--- config.mk ---
export PLATFORM = sky130hd
export DESIGN_NAME = fault_rearm_ctrl
export DESIGN_NICKNAME = d
export VERILOG_FILES = /design/src/rtl/frc_pkg.sv /design/src/rtl/frc_trip_counter.sv /design/src/rtl/frc_holdoff_timer.sv /design/src/rtl/frc_irq_flags.sv /design/src/rtl/fault_rearm_ctrl.sv
export SDC_FILE = /design/constraint.sdc
export NUM_CORES = 1
export LEC_CHECK = 0
export ABC_CLOCK_PERIOD_IN_PS = 3800
export CAP_MARGIN = 5
export CORE_ASPECT_RATIO = 1.4
export CORE_MARGIN = 10
export CORE_UTILIZATION = 58
export CTS_CLUSTER_SIZE = 16
export DETAILED_ROUTE_END_ITERATION = 10
export PLACE_DENSITY = 0.84
export SETUP_SLACK_MARGIN = 0.2
export SYNTH_ARGS = -nofsm -noshare
export SYNTH_HDL_FRONTEND = slang
export SYNTH_SLANG_ARGS = --single-unit
export TNS_END_PERCENT = 1
--- constraint.sdc ---
create_clock -name clk_i -period 3.8 [get_ports clk_i]
set_input_delay 0.38 -clock clk_i [delete_from_list [all_inputs] [get_ports clk_i]]
set_output_delay 0.38 -clock clk_i [all_outputs]
set_load 0.02 [all_outputs]
--- src/rtl/frc_pkg.sv ---
package frc_pkg;

    localparam int THR_W = 13;

    typedef enum logic [2:0] {
        ST_IDLE  = 3'd0,
        ST_RUN   = 3'd1,
        ST_HOLD  = 3'd2,
        ST_HOT   = 3'd3,
        ST_LATCH = 3'd4
    } frc_state_e;

    typedef struct packed {
        frc_state_e st;
    } frc_fsm_t;

    function automatic logic [THR_W-1:0] thr_of_code(input logic [1:0] code);
        logic [THR_W-1:0] v;
        unique case (code)
            2'd0:    v = THR_W'(5200);
            2'd1:    v = THR_W'(5800);
            2'd2:    v = THR_W'(6200);
            default: v = THR_W'(6800);
        endcase
        return v;
    endfunction

endpackage

--- src/rtl/frc_trip_counter.sv ---
module frc_trip_counter #(
    parameter int TRIP_LIMIT = 16
) (
    input  logic clk_i,
    input  logic rst_ni,
    input  logic run_i,
    input  logic pk_trip_i,
    input  logic cyc_strobe_i,
    output logic hs_off_o,
    output logic short_o
);
    localparam int CNT_W = (TRIP_LIMIT > 1) ? $clog2(TRIP_LIMIT + 1) : 1;

    typedef struct packed {
        logic             seen;
        logic [CNT_W-1:0] cnt;
    } trip_regs_t;

    trip_regs_t r_d, r_q;
    logic       period_trip;

    assign period_trip = r_q.seen | pk_trip_i;
    assign hs_off_o    = period_trip;

    always_comb begin
        r_d     = r_q;
        short_o = 1'b0;
        if (cyc_strobe_i) begin
            r_d.seen = 1'b0;
        end else begin
            r_d.seen = period_trip;
        end
        if (!run_i) begin
            r_d.cnt = '0;
        end else if (cyc_strobe_i) begin
            if (period_trip) begin
                if (r_q.cnt == CNT_W'(TRIP_LIMIT - 1)) begin
                    short_o = 1'b1;
                    r_d.cnt = '0;
                end else begin
                    r_d.cnt = r_q.cnt + 1'b1;
                end
            end else begin
                r_d.cnt = '0;
            end
        end
    end

    always_ff @(posedge clk_i or negedge rst_ni) begin
        if (!rst_ni) begin
            r_q <= '0;
        end else begin
            r_q <= r_d;
        end
    end
endmodule

--- src/rtl/frc_holdoff_timer.sv ---
module frc_holdoff_timer #(
    parameter int HOLD_TICKS = 200000
) (
    input  logic clk_i,
    input  logic rst_ni,
    input  logic start_i,
    output logic done_o
);
    localparam int TMR_W = (HOLD_TICKS > 1) ? $clog2(HOLD_TICKS) : 1;

    typedef struct packed {
        logic             busy;
        logic [TMR_W-1:0] cnt;
    } tmr_regs_t;

    tmr_regs_t r_d, r_q;

    assign done_o = r_q.busy && (r_q.cnt == '0);

    always_comb begin
        r_d = r_q;
        if (start_i) begin
            r_d.busy = 1'b1;
            r_d.cnt  = TMR_W'(HOLD_TICKS - 1);
        end else if (r_q.busy) begin
            if (r_q.cnt == '0) begin
                r_d.busy = 1'b0;
            end else begin
                r_d.cnt = r_q.cnt - 1'b1;
            end
        end
    end

    always_ff @(posedge clk_i or negedge rst_ni) begin
        if (!rst_ni) begin
            r_q <= '0;
        end else begin
            r_q <= r_d;
        end
    end
endmodule

--- src/rtl/frc_irq_flags.sv ---
module frc_irq_flags (
    input  logic clk_i,
    input  logic rst_ni,
    input  logic short_act_i,
    input  logic hot_act_i,
    input  logic clr_i,
    output logic irq_short_o,
    output logic irq_therm_o
);
    typedef struct packed {
        logic short_prev;
        logic hot_prev;
        logic short_flag;
        logic hot_flag;
    } irq_regs_t;

    irq_regs_t r_d, r_q;

    assign irq_short_o = r_q.short_flag;
    assign irq_therm_o = r_q.hot_flag;

    always_comb begin
        r_d            = r_q;
        r_d.short_prev = short_act_i;
        r_d.hot_prev   = hot_act_i;
        if (clr_i) begin
            r_d.short_flag = 1'b0;
            r_d.hot_flag   = 1'b0;
        end
        if (short_act_i != r_q.short_prev) begin
            r_d.short_flag = 1'b1;
        end
        if (hot_act_i != r_q.hot_prev) begin
            r_d.hot_flag = 1'b1;
        end
    end

    always_ff @(posedge clk_i or negedge rst_ni) begin
        if (!rst_ni) begin
            r_q <= '0;
        end else begin
            r_q <= r_d;
        end
    end
endmodule

--- src/rtl/fault_rearm_ctrl.sv ---
module fault_rearm_ctrl
    import frc_pkg::*;
#(
    parameter int TRIP_LIMIT = 16,
    parameter int HOLD_TICKS = 200000
) (
    input  logic             clk_i,
    input  logic             rst_ni,
    input  logic             en_pin_i,
    input  logic             rearm_i,
    input  logic             pk_trip_i,
    input  logic             cyc_strobe_i,
    input  logic             therm_hot_i,
    input  logic [1:0]       ilim_sel_i,
    input  logic             irq_clr_i,
    output logic             stage_en_o,
    output logic             hs_off_o,
    output logic             irq_short_o,
    output logic             irq_therm_o,
    output logic [THR_W-1:0] thr_ma_o
);
    frc_fsm_t   f_d, f_q;
    logic       running;
    logic       short_evt;
    logic       tmr_start;
    logic       tmr_done;
    frc_state_e resume_st;

    assign running    = (f_q.st == ST_RUN);
    assign stage_en_o = running;
    assign thr_ma_o   = thr_of_code(ilim_sel_i);
    assign tmr_start  = running && en_pin_i && short_evt;

    frc_trip_counter #(
        .TRIP_LIMIT (TRIP_LIMIT)
    ) i_trip (
        .clk_i        (clk_i),
        .rst_ni       (rst_ni),
        .run_i        (running),
        .pk_trip_i    (pk_trip_i),
        .cyc_strobe_i (cyc_strobe_i),
        .hs_off_o     (hs_off_o),
        .short_o      (short_evt)
    );

    frc_holdoff_timer #(
        .HOLD_TICKS (HOLD_TICKS)
    ) i_tmr (
        .clk_i   (clk_i),
        .rst_ni  (rst_ni),
        .start_i (tmr_start),
        .done_o  (tmr_done)
    );

    frc_irq_flags i_irq (
        .clk_i       (clk_i),
        .rst_ni      (rst_ni),
        .short_act_i (f_q.st == ST_HOLD),
        .hot_act_i   (f_q.st == ST_HOT),
        .clr_i       (irq_clr_i),
        .irq_short_o (irq_short_o),
        .irq_therm_o (irq_therm_o)
    );

    always_comb begin
        if (!en_pin_i) begin
            resume_st = ST_IDLE;
        end else if (rearm_i) begin
            resume_st = ST_RUN;
        end else begin
            resume_st = ST_LATCH;
        end
    end

    always_comb begin
        f_d = f_q;
        unique case (f_q.st)
            ST_IDLE: begin
                if (en_pin_i) f_d.st = ST_RUN;
            end
            ST_RUN: begin
                if (!en_pin_i) begin
                    f_d.st = ST_IDLE;
                end else if (short_evt) begin
                    f_d.st = ST_HOLD;
                end else if (therm_hot_i) begin
                    f_d.st = ST_HOT;
                end
            end
            ST_HOLD: begin
                if (tmr_done) f_d.st = resume_st;
            end
            ST_HOT: begin
                if (!therm_hot_i) f_d.st = resume_st;
            end
            ST_LATCH: begin
                if (!en_pin_i) f_d.st = ST_IDLE;
            end
            default: f_d.st = ST_IDLE;
        endcase
    end

    always_ff @(posedge clk_i or negedge rst_ni) begin
        if (!rst_ni) begin
            f_q.st <= ST_IDLE;
        end else begin
            f_q <= f_d;
        end
    end
endmodule

## Word-level counts from Yosys, hierarchy flattened

Index checks and enable logic that the tools add are counted.

- Flip-flop bits (word level): 32
- Bits of input ports: 10
- Output and inout bits: 17
- Word-level logic and storage cells: 66

- Add/subtract/negate cells: 2
- Equal/unequal tests: 16
- Mux-type cells: 27
- Bitwise operators: 1
- Reductions and logical operators: 11

Operator list:

| cell | count |
|---|---|
| 2-to-1 mux 19 bit | 2 |
| one-hot mux 12 bit (3 select lines) | 1 |
| 2-to-1 mux 3 bit | 9 |
| 2-to-1 mux 5 bit | 4 |
| logical NOT 18 bit | 1 |
| 2-to-1 mux 18 bit | 1 |
| subtractor 18 x 1 -> 18 bit, second input constant | 1 |
| one-hot mux 3 bit (5 select lines) | 1 |
| != test 2 bit, second input constant | 5 |
| 2-to-1 mux 1 bit | 8 |
| == test 3 x 2 -> 1 bit, second input constant | 2 |
| nonzero test 2 bit | 3 |
| adder 5 x 1 -> 5 bit, second input constant | 1 |
| == test 5 x 4 -> 1 bit, second input constant | 1 |
| AND reduction 5 bit | 1 |
| != test 4 bit, second input constant | 1 |
| == test 3 x 1 -> 1 bit, second input constant | 1 |
| == test 3 bit, second input constant | 1 |
| logical AND 1 bit | 3 |
| logical NOT 3 bit | 1 |
| == test 2 x 1 -> 1 bit, second input constant | 1 |
| == test 2 bit, second input constant | 1 |
| logical NOT 2 bit | 1 |
| 2-to-1 mux 2 bit | 1 |
| other kinds (4) | 5 |

## Longest topological paths before layout

Gate-level depths: netlist (run 1).

- Depth in word-level cells: 8
- Gate-level depth with buffers: 7
- Mapped depth without buffers: 6

## Cells and area by module

A second synthesis (run 1) with hierarchy kept.

- Cell total of the unflattened synthesis: 218
- Area total of the unflattened synthesis: 2009.4 um^2

Modules (own cells, without submodules):

| module | instances | cells an instance | area each (um^2) | sequential area each (um^2) |
|---|---|---|---|---|
| frc_holdoff_timer | 1 | 126 | 1147.4 | 475.5 |
| fault_rearm_ctrl | 1 | 49 | 396.6 | 75.1 |
| frc_trip_counter | 1 | 33 | 330.3 | 150.1 |
| frc_irq_flags | 1 | 10 | 135.1 | 100.1 |

## Worst setup path before layout (run 1)

OpenSTA, ideal clock, no wires.

- Path kind: flip-flop to flip-flop
- Start: reg i_tmr.r_q[11] (netlist name)
- End: reg i_tmr.r_q[18] (netlist name)
- Setup time: 0.127 ns
- Arrival time: 1.934 ns
- Required time: 3.673 ns
- Path slack: 1.738 ns
- Stages on the path, launching flop included: 6
- Buffers on the path: 1
- Period minus slack after synthesis: 2.062 ns
- Path through: dfrtp_1 -> or4_1 -> buf_6 -> nor4_4 -> a21boi_0 -> or2_2

RTL lines:

| item | line | text |
|---|---|---|
| from (decl) | frc_holdoff_timer.sv:16 | `tmr_regs_t r_d, r_q;` |
| from (signal assigned) | frc_holdoff_timer.sv:38 | `r_q <= r_d;` |

## Worst setup path after layout (run 1)

- Start: in ilim_sel_i[0]
- End: out thr_ma_o[10]

- Cells in the longest elaborated chain, start to end: 2
- Elaborated cells between the ends (all ways): 4
- Those cells by class: eq/ne: 2; mux: 1; reduce/logical: 1

Ends and longest elaborated chain:

| item | line | text |
|---|---|---|
| from (decl) | fault_rearm_ctrl.sv:14 | `input logic [1:0] ilim_sel_i,` |
| == test 2 bit (tied with other cells) | frc_pkg.sv:19 | `unique case (code)` |
| one-hot mux 12 bit (3 select lines) (*) | frc_pkg.sv:19 |  |
| to (decl) | fault_rearm_ctrl.sv:20 | `output logic [THR_W-1:0] thr_ma_o` |

Every way passes the cells marked *; elsewhere a longest branch is shown, timed or not.

==> results of run 1 <==
-- power breakdown --
group | internal (mW) | total, mW | switching (mW)
logic | 0.116 | 0.263 | 0.147
clock network | 0.231 | 0.358 | 0.127
registers | 0.377 | 0.408 | 0.0309
-- synthesized netlist by cell type (4+ instances only) --
library cell	number	area (um2)
a21oi_1	9	45.0
and2_1	4	25.0
buf_4	7	52.6
dfrtp_1	32	801
ha_1	7	87.6
inv_1	12	45.0
mux2i_1	7	70.1
nand2_1	9	33.8
nand3_1	4	20.0
nor2_1	17	63.8
nor3_1	5	25.0
nor4_1	6	37.5
o21ai_0	10	50.1
o31ai_1	8	60.1
or2_2	5	31.3
or3_1	12	75.1
or4_1	7	52.6
-- logic make-up after synthesis --
kind of cell / synth area share, %
AO/OA/AOI/OAI: 14.0
XOR/XNOR: 1.35
adder cells (fa/ha/maj): 4.50
buffers and inverters: 7.40
flip-flops: 41.2
multiplexers: 3.60
other: 0.386
AND/OR/NAND/NOR: 27.6
-- layout make-up --
class,count,share of cell area (%)
clock buffers,7,4.27
clock inverters,1,1.33
inverters,12,2.00
multi-input cells,152,44.8
flip-flops and latches,32,35.5
well taps,39,2.16
repair buffers,23,9.98
-- how the worst min path moves through the flow --
stage,start,end,slack [ns],cells past startpoint
global route,rst_ni,i_irq.irq_therm_o,0.53,2
floorplan,rst_ni,f_q[0],0.08,0
detailed placement,i_irq.r_q[2],i_irq.irq_therm_o,0.49,2
finish,rst_ni,i_tmr.r_q[14],0.50,2
global placement,i_irq.r_q[2],i_irq.irq_therm_o,0.47,2
CTS,rst_ni,i_tmr.r_q[5],0.51,2
-- flip-flops by register name, indices dropped and copies added, names as in the netlist --
name               count
i_irq.irq_short_o      1
f_q                    3
i_irq.r_q              2
i_tmr.r_q             19
i_irq.irq_therm_o      1
i_trip.r_q             6
-- metrics by stage --
stage / cells / util, % / power (mW) / hold slack, ns
2_1_floorplan: 210 / - / 0.576 / 0.0844
3_3_place_gp: 258 / 66.9 / 0.657 / 0.472
3_5_place_dp: 258 / 66.9 / 0.674 / 0.488
4_1_cts: 266 / 70.9 / 1.03 / 0.505
5_1_grt: 266 / 70.9 / 1.08 / 0.528
6_report: 266 / 70.9 / 1.03 / 0.497
-- routing by layer --
layer | track usage, % | vias to the layer above | share of wire (%)
met4 | 7.91 | 0 | 3.0
met2 | 26.9 | 56 | 55
li1 | - | 775 | -
met1 | 15.2 | 789 | 36
met3 | 4.68 | 15 | 5.6
met5 | 0 | - | 0
==> impl_metrics.toml, run 1 <==
[run_status]
status = "finished, final reports clean"

[logic_synthesis]
ys_async_sr_fraction_pct = 100
yosys_warnings = 0
netlist_area_mm2 = 0.00194
yosysUniqueCellTypes = 50
seq_area_frac_synth_pct = 41.2
synthCells = 207
synthFlopType = "dfrtp_1"
synth_seq_cells = 32
synth_edf_count = 0
syn_avg_cell_area_um2 = 9.39

[sta]
tns_ns = 0
clock.fmax_ghz = 0.409
hold_violations = 0
relSlewSlack_pct = 56.5
setup_ws_ns = 1.35
post-route-period-util_pct = 64.4
slew_viol_final = 0
worst_pin_slew_ns = 0.648
min_period_ns = 2.45
fin_skew_ns = 0.00646
setup_violations = 0
grt_setup_unrepaired = "no"

[place]
gp_congestion = 0.881
portBuffers = 21
pre_cts_slack_ns = 1.34
place_area_mm2 = 0.00213
dp_hpwl_mm = 3.31

[power]
cellLeakagePower_nw = 0.903
peakVddDrop_mv = 0.389
power.density_mw_per_mm2 = 456

[clock_network]
cts_buffers = 5
cts_sinks = 32
postCtsHoldBufs = 0
postCtsSetupRepairBufs = 0
clockBufferDepth = 2
htreeDepth = 2
cts_tree = "built"
clock_latency_ns = 0.29
root_buffer = "clkbuf_8"
clk_pin_slew_ns = 0.07
cts_resized = 0

[worst_setup_path]
critPathSlowestCell = "clkdlybuf4s50_1"
crit_family = "buffers and inverters"
r2r_slack_ns = 1.43
timing.rr.start = "i_tmr.r_q[11]"
setup.worst_path.class = "input pin to primary output"
reg2reg_to = "i_tmr.r_q[18]"
path_common_cell = "clkdlybuf4s50_1"
cp.arrival_ns = 2.07
end_kind = "primary output"
crit_end = "thr_ma_o[10]"
path_cells = "clkdlybuf4s50_1 > inv_1 > ha_1 > or2_2 > clkdlybuf4s50_1"
crit_start = "ilim_sel_i[0]"
cp_max_fo = 4
worst-path-buf-inv = 3
ff2ff_path_depth = 4
max_stage_delay_ns = 0.56
critical_path_required_ns = 3.42
critPathLaunchType = "input pin"
cp_num_cells = 5

[routing]
final_antenna_net_count = 0
routed_wl_mm = 4.37
routedWlPerCell_um = 16.4
drt_iter0_drc = 134
drt_first_pass_iters = 4
drc_errors = 0
viasPerCell = 6.15
vias = 1635

[global_route]
grt_pass1_wl_mm = 7.27
antenna_found_initial = 0
grt_max_degree = 33
grt_pass1_vias = 1636
grt_use_total_pct = 15.2
grt_overflow_total = 0

[floorplan]
core_mm2 = 0.00318
fp-row-count = 24
die_h_um = 88.5
die_w_um = 68.9
initial_core_util_pct = 61.1
die_area_mm2 = 0.00610
ioPinCount = 27

[finish]
stdcell_area_mm2 = 0.00226
fill_cells = 242
drive_above_1_share_pct = 10.1
final_common_cell = "dfrtp_1"
antenna_cells = 0
regArea_um2 = 801
multi_input_area_mm2 = 0.00101
final_nets = 243
final_cell_mix = "dfrtp_1 (32), clkdlybuf4s50_1 (21), nor2_1 (17)"
syn_to_final_growth_pct = 16.1

[worst_hold_path]
worstHoldPathType = "input pin to async pin"

[flow_run]
maxCapViolations = 0
Power figures use the tool's default switching activity.
==> run 2, diff against run 1 <==
--- a/config.mk
+++ b/config.mk
@@ -5,14 +5,14 @@
 export SDC_FILE = /design/constraint.sdc
 export NUM_CORES = 1
 export LEC_CHECK = 0
-export ABC_CLOCK_PERIOD_IN_PS = 3800
+export ABC_CLOCK_PERIOD_IN_PS = 2200
 export CAP_MARGIN = 5
 export CORE_ASPECT_RATIO = 1.4
 export CORE_MARGIN = 10
-export CORE_UTILIZATION = 58
+export CORE_UTILIZATION = 49
 export CTS_CLUSTER_SIZE = 16
 export DETAILED_ROUTE_END_ITERATION = 10
-export PLACE_DENSITY = 0.84
+export PLACE_DENSITY = 0.76
 export SETUP_SLACK_MARGIN = 0.2
 export SYNTH_ARGS = -nofsm -noshare
 export SYNTH_HDL_FRONTEND = slang
==> constraint.sdc (replaced) <==
create_clock -name clk_i -period 2.2 [get_ports clk_i]
set_input_delay 0.22 -clock clk_i [delete_from_list [all_inputs] [get_ports clk_i]]
set_output_delay 0.22 -clock clk_i [all_outputs]
set_load 0.02 [all_outputs]
==> impl_metrics.toml, run 2 (synthesis gave the netlist of run 1 again) <==
[routing]
vias = 1636
drt_first_pass_iters = 4
drt_iter0_drc = 76
routed_wl_mm = 4.41
viasPerCell = 5.78
routedWlPerCell_um = 15.6
final_antenna_net_count = 0
drc_errors = 0

[finish]
multi_input_area_mm2 = 0.00106
final_cells = 283
drive_above_1_share_pct = 18.8
final_common_cell = "dfrtp_1"
top_regs = "i_tmr.r_q (19), i_trip.r_q (6), f_q (3)"
finish.utilization_pct = 61.6
stdcell_area_mm2 = 0.00239
fill_cells = 334
final_cell_mix = "dfrtp_1 (32), nor2_1 (17), clkdlybuf4s50_1 (14), buf_4 (14), inv_1 (12)"
syn_to_final_growth_pct = 23.1
antenna_cells = 0
largest_reg_flops = 19
regArea_um2 = 801
top_register = "i_tmr.r_q"
final_nets = 256

[power]
power_frac_comb_pct = 27.4
intPower_mw = 1.11
p_sw_share_pct = 31.5
peakVddDrop_mv = 0.604
p_switching_mw = 0.511
p_seq_share_pct = 43.4
clockPowerShare_pct = 29.2
power.density_mw_per_mm2 = 677
cellLeakagePower_nw = 1.03

[worst_setup_path]
critPathLaunchType = "flop"
setup.worst_path.class = "flop to flop"
cp_max_fo = 9
critical_path_required_ns = 2.38
cp.arrival_ns = 2.34
end_kind = "flop"

[global_route]
grt_use_total_pct = 13.5
grt_pass1_wl_mm = 7.44
grt_overflow_total = 0
antenna_found_initial = 0
grt_pass1_vias = 1695
grt_max_degree = 33

[clock_network]
cts_tree = "built"
clock_latency_ns = 0.29
cts_buffers = 5
clk_pin_slew_ns = 0.07
root_buffer = "clkbuf_8"
htreeDepth = 2
postCtsSetupRepairBufs = 0
clockBufferDepth = 2
cts_sinks = 32

[sta]
clock.fmax_ghz = 0.464
hold_violations = 0
grt_setup_unrepaired = "yes"
fin_skew_ns = 0.00567
min_period_ns = 2.15
whs_ns = 0.338
slew_viol_final = 0
setup_ws_ns = 0.0454
post-route-period-util_pct = 97.9
setup_violations = 0

[worst_hold_path]
worstHoldPathType = "input pin to async pin"

[place]
dp_hpwl_mm = 3.16
gp_congestion = 0.876
pre_cts_slack_ns = -0.0291
portBuffers = 21
place_area_mm2 = 0.00223
place_inst = 275

[floorplan]
core_mm2 = 0.00388
die_w_um = 73.2
initial_core_util_pct = 50.0
ioPinCount = 27
die_h_um = 94.5
fp-row-count = 27
die_area_mm2 = 0.00692

[run_status]
status = "finished, final reports clean"

[flow_run]
maxCapViolations = 0
[run 2: changes by cell type in the layout (fill, tap and decap cells not counted), moves of 2 or more]
cell	change
or3_1	-3
clkbuf_1	+2
clkdlybuf4s50_1	-7
a21oi_1	-2
or4_1	-2
or4_4	+2
or3_4	+3
dlymetal6s2s_1	+6
a21oi_2	+2
buf_4	+12
[run 2: power groups by stage]
stage | registers (mW) | clock network (mW) | logic, mW
floorplan | 0.725 | 0 | 0.269
global route | 0.714 | 0.508 | 0.495
global placement | 0.714 | 0 | 0.431
CTS | 0.704 | 0.484 | 0.456
detailed placement | 0.715 | 0 | 0.443
finish | 0.703 | 0.473 | 0.445
[run 2: final timing paths]
path	slack, ns	to	startpoint	cells past startpoint
worst max-delay path	0.05	f_q[0]	i_tmr.r_q[11]	5
worst min-delay path	0.34	i_tmr.r_q[9]	rst_ni	2
worst max register to register	0.05	f_q[0]	i_tmr.r_q[11]	5
worst min register to register	0.49	i_irq.irq_therm_o	i_irq.r_q[2]	2
max in group asynchronous	1.56	i_tmr.r_q[2]	rst_ni	2
min in group clk_i	0.49	i_irq.irq_therm_o	i_irq.r_q[2]	2
[run 2: per-stage QoR]
| step | power, mW | setup TNS, ns |
|---|---|---|
| finish | 1.62 | 0 |
| global route | 1.72 | -0.0184 |
| CTS | 1.64 | 0 |
| detailed placement | 1.16 | -0.0453 |
| floorplan | 0.995 | 0 |
| global placement | 1.15 | 0 |
[run 2: routing by layer]
metal,track usage (%),vias up,wire (um)
met5,0,-,0
met4,8.10,0,87
met3,3.88,5,206
met2,23.6,27,2430
met1,13.6,802,1680
li1,-,802,-
[run 2: timing repair]
| item | 4_1_cts | 5_1_grt |
|---|---|---|
| hold endpoints to repair | 0 | 0 |
| gates resized for setup | 3 | 16 |
| endpoints found under the setup margin | 19 | 24 |
| hold buffers | 0 | 0 |
| pin swaps | 0 | 4 |
| cloned | 0 | 0 |
[run 2: critical path, cell delays in order, from the launching register on]
cell and delay (ns):
dfrtp_1 0.41, or4_4 0.54, buf_6 0.16, or4_4 0.52
o21a_1 0.21, o32ai_2 0.22
[run 2: cell type report]
type	instances	area share [%]
Clock buffer	8	3.76
Inverter	12	1.88
Multi-Input combinational cell	152	44.4
Sequential cell	32	33.5
Tap cell	43	2.25
Timing Repair Buffer	36	14.2
